`config.mk`:
```
export PLATFORM = sky130hd
export DESIGN_NAME = gpio_evt_top
export DESIGN_NICKNAME = d
export VERILOG_FILES = /design/src/rtl/gpio_evt_pkg.sv /design/src/rtl/gpio_evt_datapath.sv /design/src/rtl/gpio_evt_control.sv /design/src/rtl/gpio_evt_top.sv
export SDC_FILE = /design/constraint.sdc
export NUM_CORES = 1
export LEC_CHECK = 0
export ABC_CLOCK_PERIOD_IN_PS = 2700
export BUFFER_PORTS_ARGS = -buffer_cell sky130_fd_sc_hd__buf_2
export CAP_MARGIN = 20
export CORE_MARGIN = 5
export CORE_UTILIZATION = 45
export DETAILED_ROUTE_END_ITERATION = 10
export PLACE_DENSITY = 0.8
export SLEW_MARGIN = 20
export SYNTH_ARGS = -nofsm -noshare
export SYNTH_HDL_FRONTEND = slang
export SYNTH_HIERARCHICAL = 1
export SYNTH_SLANG_ARGS = --single-unit
```
`constraint.sdc`:
```
create_clock -name clk -period 2.7 [get_ports clk]
set_clock_uncertainty 0.1 [all_clocks]
set_input_delay 0.27 -clock clk [delete_from_list [all_inputs] [get_ports clk]]
set_output_delay 0.27 -clock clk [all_outputs]
set_load 0.005 [all_outputs]
```
`src/rtl/gpio_evt_pkg.sv`:
```
package gpio_evt_pkg;

  typedef enum logic [1:0] {
    MODE_EDGE_ONE  = 2'd0,
    MODE_EDGE_BOTH = 2'd1,
    MODE_LEVEL     = 2'd2
  } trigMode_e;

  // strobes from control to datapath, one pair per line
  typedef struct packed {
    logic setEv;
    logic clrEv;
  } lineStrobe_t;

  // level bit takes priority over the both-edges bit
  function automatic trigMode_e decodeMode(input logic lvl, input logic both);
    if (lvl)       return MODE_LEVEL;
    else if (both) return MODE_EDGE_BOTH;
    else           return MODE_EDGE_ONE;
  endfunction

endpackage

```
`src/rtl/gpio_evt_datapath.sv`:
```
module gpio_evt_datapath
  import gpio_evt_pkg::*;
#(
  parameter int WIDTH       = 8,
  parameter int SYNC_STAGES = 2
) (
  input  logic                          clk,
  input  logic                          rstN,
  input  logic [WIDTH-1:0]              pinIn,
  input  lineStrobe_t [WIDTH-1:0]       strobes,
  output logic [WIDTH-1:0]              syncVal,
  output logic [WIDTH-1:0]              prevVal,
  output logic [WIDTH-1:0]              statusQ
);
  localparam int LAST = SYNC_STAGES - 1;

  logic [WIDTH-1:0] syncChain [SYNC_STAGES];
  logic [WIDTH-1:0] setVec, clrVec;

  always_ff @(posedge clk or negedge rstN) begin
    if (!rstN) syncChain[0] <= '0;
    else       syncChain[0] <= pinIn;
  end

  for (genvar s = 1; s < SYNC_STAGES; s++) begin : g_sync
    always_ff @(posedge clk or negedge rstN) begin
      if (!rstN) syncChain[s] <= '0;
      else       syncChain[s] <= syncChain[s-1];
    end
  end

  assign syncVal = syncChain[LAST];

  // previous value follows the pin whatever the mode
  always_ff @(posedge clk or negedge rstN) begin
    if (!rstN) prevVal <= '0;
    else       prevVal <= syncVal;
  end

  for (genvar i = 0; i < WIDTH; i++) begin : g_line
    assign setVec[i] = strobes[i].setEv;
    assign clrVec[i] = strobes[i].clrEv;
    always_ff @(posedge clk or negedge rstN) begin
      if (!rstN)             statusQ[i] <= 1'b0;
      else if (setVec[i])    statusQ[i] <= 1'b1;   // set beats clear
      else if (clrVec[i])    statusQ[i] <= 1'b0;
    end
  end

  a_r7_set_wins: assert property (@(posedge clk) disable iff (!rstN)
    (setVec != '0) |=> ((statusQ & $past(setVec)) == $past(setVec)));

  a_r6_clear_takes: assert property (@(posedge clk) disable iff (!rstN)
    ((clrVec & ~setVec) != '0) |=> ((statusQ & $past(clrVec & ~setVec)) == '0));

  a_r6_sticky: assert property (@(posedge clk) disable iff (!rstN)
    1'b1 |=> (((statusQ ^ $past(statusQ)) & ~$past(setVec | clrVec)) == '0));

  a_r9_prev_tracks: assert property (@(posedge clk) disable iff (!rstN)
    1'b1 |=> (prevVal == $past(syncVal)));

endmodule

```
`src/rtl/gpio_evt_control.sv`:
```
module gpio_evt_control
  import gpio_evt_pkg::*;
#(
  parameter int WIDTH = 8
) (
  input  logic                    clk,
  input  logic                    rstN,
  input  logic [WIDTH-1:0]        syncVal,
  input  logic [WIDTH-1:0]        prevVal,
  input  logic [WIDTH-1:0]        cfgLevel,
  input  logic [WIDTH-1:0]        cfgPolarity,
  input  logic [WIDTH-1:0]        cfgBoth,
  input  logic [WIDTH-1:0]        clrPulse,
  output lineStrobe_t [WIDTH-1:0] strobes
);
  logic [WIDTH-1:0] setVec;

  for (genvar i = 0; i < WIDTH; i++) begin : g_qual
    logic      rise, fall, active;
    trigMode_e mode;
    always_comb begin
      rise   = syncVal[i] & ~prevVal[i];
      fall   = ~syncVal[i] & prevVal[i];
      active = ~(syncVal[i] ^ cfgPolarity[i]);
      mode   = decodeMode(cfgLevel[i], cfgBoth[i]);
      unique case (mode)
        MODE_LEVEL:     setVec[i] = active;
        MODE_EDGE_BOTH: setVec[i] = rise | fall;
        default:        setVec[i] = cfgPolarity[i] ? rise : fall;
      endcase
      strobes[i].setEv = setVec[i];
      strobes[i].clrEv = clrPulse[i];
    end
  end

  a_r9_quiet_no_set: assert property (@(posedge clk) disable iff (!rstN)
    (setVec & ~cfgLevel & ~(syncVal ^ prevVal)) == '0);

  a_r4_level_inactive: assert property (@(posedge clk) disable iff (!rstN)
    (setVec & cfgLevel & (syncVal ^ cfgPolarity)) == '0);

endmodule

```
`src/rtl/gpio_evt_top.sv`:
```
module gpio_evt_top
  import gpio_evt_pkg::*;
#(
  parameter int WIDTH       = 8,
  parameter int SYNC_STAGES = 2
) (
  input  logic             clk,
  input  logic             rstN,
  input  logic [WIDTH-1:0] pinIn,
  input  logic [WIDTH-1:0] cfgLevel,
  input  logic [WIDTH-1:0] cfgPolarity,
  input  logic [WIDTH-1:0] cfgBoth,
  input  logic [WIDTH-1:0] maskEn,
  input  logic [WIDTH-1:0] clrPulse,
  output logic [WIDTH-1:0] statusOut,
  output logic [WIDTH-1:0] irqOut
);
  lineStrobe_t [WIDTH-1:0] strobes;
  logic [WIDTH-1:0] syncVal, prevVal;

  gpio_evt_control #(.WIDTH(WIDTH)) i_ctrl (
    .clk(clk), .rstN(rstN), .syncVal(syncVal), .prevVal(prevVal),
    .cfgLevel(cfgLevel), .cfgPolarity(cfgPolarity), .cfgBoth(cfgBoth),
    .clrPulse(clrPulse), .strobes(strobes)
  );

  gpio_evt_datapath #(.WIDTH(WIDTH), .SYNC_STAGES(SYNC_STAGES)) i_dp (
    .clk(clk), .rstN(rstN), .pinIn(pinIn), .strobes(strobes),
    .syncVal(syncVal), .prevVal(prevVal), .statusQ(statusOut)
  );

  // mask gates only the output, never the recorded status
  assign irqOut = statusOut & maskEn;

endmodule

```
Word level (Yosys, flattened, before mapping):

Index checks and enable logic that the tools add are counted.

* bitwise operators: 57
* reductions and logical operators: 8
* equality and inequality tests: 16
* mux-type cells: 48

Operators with widths (count)
* 2-to-1 mux 1 bit: 32
* NOT 1 bit: 24
* AND 1 bit: 16
* == test 2 x 1 -> 1 bit, second input constant: 8
* == test 2 bit, second input constant: 8
* 2-to-1 mux 2 bit: 8
* one-hot mux 1 bit (2 select lines): 8
* nonzero test 2 bit: 8
* AND 8 bit: 1
* OR 1 bit: 8
* bitwise XOR 1 bit: 8

* output and inout bits: 16
* bits in registers: 32
* word-level logic and storage cells: 140
* input port bits: 50

Longest topological paths before layout:

* word-level depth: 5
* gate-level depth with buffers: 7
* depth with buffers taken out: 6

Modules after synthesis:

The synthesis kept the hierarchy.

By module, submodules not included
* gpio_evt_datapath: cells each 56, area an instance 950.9 um2, seq. area each 800.8 um2, instances 1
* gpio_evt_control: cells each 88, area an instance 620.6 um2, seq. area each 0.0 um2, instances 1
* gpio_evt_top: cells each 8, area an instance 50.0 um2, seq. area each 0.0 um2, instances 1

Worst setup path before layout:

Ideal clock, no wire load.

* kind: register to register
* start: reg i_dp.syncChain, in the netlist i_dp/syncVal[0]
* end: reg i_dp.statusQ[0]
* slack: 1.242 ns
* cell stages (with the launch flop): 7
* period minus slack after synthesis: 1.458 ns
* data required time: 2.482 ns
* library setup time: 0.118 ns
* data arrival time: 1.240 ns
* path buffers: 1
* cells stage by stage: dfrtp_1 -> buf_4 -> ha_1 -> mux2_1 -> o21ai_1 -> nand2_1 -> a21o_1

RTL lines
* start: declaration: line gpio_evt_datapath.sv:17 `logic [WIDTH-1:0] syncChain [SYNC_STAGES];`
* start signal: indexed assignment: line gpio_evt_datapath.sv:28 `else syncChain[s] <= syncChain[s-1];`
* end signal: indexed assignment: line gpio_evt_datapath.sv:44 `if (!rstN) statusQ[i] <= 1'b0;`
* end signal: indexed assignment: line gpio_evt_datapath.sv:45 `else if (setVec[i]) statusQ[i] <= 1'b1;`
* end signal: indexed assignment: line gpio_evt_datapath.sv:46 `else if (clrVec[i]) statusQ[i] <= 1'b0;`
* end: declaration: line gpio_evt_datapath.sv:13 `output logic [WIDTH-1:0] statusQ`

==> impl_results.md <==
- Mapped Avg Cell Area: 10.7 um2
- Worst-case clock buffer depth: 2
- Die Ht: 70.0 um
- # diodes: 0
- Drt initial violations: 13
- Register bit total from synthesis: 32
- Placed cell area: 0.00188 mm2
- Router iterations before antenna repair: 4
- Largest family of logic cells by synthesized area: buffers and inverters
- Synth Cell Area: 0.00162 mm2
- Critical path startpoint category: flip-flop
- Grt ovf: 0
- Max Transition Viols Final: 0
- Setup CP Type: reg2reg
- Core footprint: 0.00342 mm2
- DRC Markers: 0
- Wire length per cell: 10.3 um
- Post-CTS sizing: 0
- Vias: 1174
- Setup violators final: 0
- Simple-Gate Fraction of Synth Area: 0.0679
- Req. time, crit path: 2.82 ns
- Slew margin rel.: 0.548
- Routed wire length: 2730 um
- Core Util, Final: 0.606
- Final min period: 1.49 ns
- Reg2reg start: i_dp/syncVal[0]
- Hold WC Path Type: in2reg
- Post-Syn Nets: 218
- Vias in the first global route: 1204
- First-pass GRT wire length: 4800 um
- Place WS: 1.23 ns
- # Max-Cap Violations: 0
- Post-synthesis sequential area ratio: 0.494
- Via density: 4.45
- Inserted Clock Buffers: 5
- H-tree depth: 2
- Cell count after synthesis: 152
- Reg-to-Reg End: i_dp/statusQ[0]
- Share of cells above drive strength 1: 0.335
- Worst Max-Slew Pin Slew: 0.678 ns
- Clock-pin slew on the worst setup and hold paths: 0.10 ns
- IO buf count: 65
- Synth cell types: 11
- Worst Hold Path Cells: 3
- Reg2Reg Setup Slack: 1.21 ns
- Post-CTS setup buffer count: 0
- Post-route cell area: 0.00207 mm2
- DRT antenna net count: 0
- Dominant cell type by area after synthesis: dfrtp_1
- Starting density of the core: 0.475
- Root buf cell: clkbuf_4
- Layout area overhead: 27.6%
- Die area: 0.00490 mm2
- Global-route usage over all layers: 0.122
- Commonest non-fill, non-tap cells in the layout: buf_2 (65), dfrtp_1 (32), inv_1 (24), nand2_1 (16), ha_1 (16)
- Ranking of synthesized cells by area: dfrtp_1 (49%), ha_1 (12%), buf_4 (7.4%), inv_1 (5.6%), mux2_1 (5.6%)
- Share of the synthesized area in the top cell type: 0.494
- Crit path max fanout: 4
- Worst r2r path cells: 6
- Antenna violations before repair: 0
- Post-Synth Adder-Cell Area: 0.123
- Worst skew pair latency: 0.33 ns
- Worst setup EP type: flip-flop
- Worst ir drop on vdd: 0.305 mV
- CTS tree: yes
- Row count: 21
- Die Width: 70.0 um
- PnR worst setup slack: 1.21 ns
- HPWL after detailed placement: 2190 um
- Final GP Congestion: 0.758
- Largest net degree at the start of global routing: 33
- Worst Hold Launch: clrPulse[3]
- Final setup TNS: 0 ns
- Final hold vios: 0
- CP arrival: 1.62 ns
- FMAX: 669 MHz
- Status: finished, final reports clean
- Hold Crit Endpoint: i_dp/statusQ[3]
- Clock Sinks: 32
- Most common cell after layout, fill and taps aside: buf_2
- Lkg Pwr: 0.00117 uW
- Synth Area in Compound Gates: 0.0864
- Final net count: 283
- RSZ-0062 raised after global routing: false
- PD cells: 537 mW/mm2
- Mux cell area share after synthesis: 0.0556
- Synth warnings: 6
- I/O Pins: 66
- Fin crit share: 0.553
- XOR/XNOR Fraction of Synth Area: 0.0432
## state kept, by name, indices dropped and copies added (netlist names)
register / cells
i_dp/syncChain: 8
i_dp/statusQ: 8
i_dp/prevVal: 8
i_dp/syncVal: 8
## worst max-delay path: stages (launching register included)
cell	delay, ns
dfrtp_1	0.43
inv_1	0.06
ha_1	0.18
mux2_1	0.29
o21ai_1	0.13
nand2_1	0.06
a21o_1	0.15
## cells in the mapped netlist, drive strengths merged
cell,number
a21oi,8
and2,8
mux2,8
buf,16
o21ai,8
ha,16
nand2,16
inv,24
a21o,8
dfrtp,32
xnor2,8
## metrics by stage
stage / hold WS, ns / cells / power, uW
after detailed placement: 0.235 / 247 / 710
after global routing: 0.0896 / 264 / 1180
final: 0.0936 / 264 / 1110
after global placement: 0.232 / 247 / 703
after floorplan: -0.126 / 152 / 634
after CTS: 0.0780 / 264 / 1130
## routing by layer
layer / share of wire / GRT usage
met5: 0 / 0
met2: 0.48 / 0.212
met3: 0.094 / 0.0545
met4: 0.0070 / 0.0383
met1: 0.42 / 0.132
## timing repair
| item | CTS | global route |
|---|---|---|
| hold buffers | 9 | 0 |
| hold endpoints to repair | 40 | 0 |
| setup endpoints to repair | 0 | 0 |
## logic make-up after synthesis
family	Yosys count
simple gates	24
xor+xnor	8
mux	8
flops	32
buf+inv	40
fa+ha+maj	16
compound gates	24
## area by class of cell
cell class                 instances  area [um2]
fill                             296        1350
tap                               46        57.6
sequential                        32         801
clock inverter                     1        30.0
timing repair buffer              74         415
clock buffer                       7        65.1
inverter                          24        90.1
multi-input combinational         80         611
## worst max path at each step
stage	depth (start not counted)	slack, ns	from	end
final	6	1.21	i_dp/syncVal[0]	i_dp/statusQ[0]
after global routing	6	1.11	i_dp/syncVal[0]	i_dp/statusQ[0]
after CTS	6	1.20	i_dp/syncVal[0]	i_dp/statusQ[0]
after detailed placement	6	1.23	i_dp/syncVal[0]	i_dp/statusQ[0]
after global placement	6	1.25	i_dp/syncVal[2]	i_dp/statusQ[2]
after floorplan	6	1.24	i_dp/syncVal[0]	i_dp/statusQ[0]
## power breakdown
group	switching, uW	total (uW)	internal (uW)
Clock	159	405	246
Combinational	70.8	170	98.7
Sequential	22.5	536	514
Note: power is estimated with default switching activity, not from simulation.
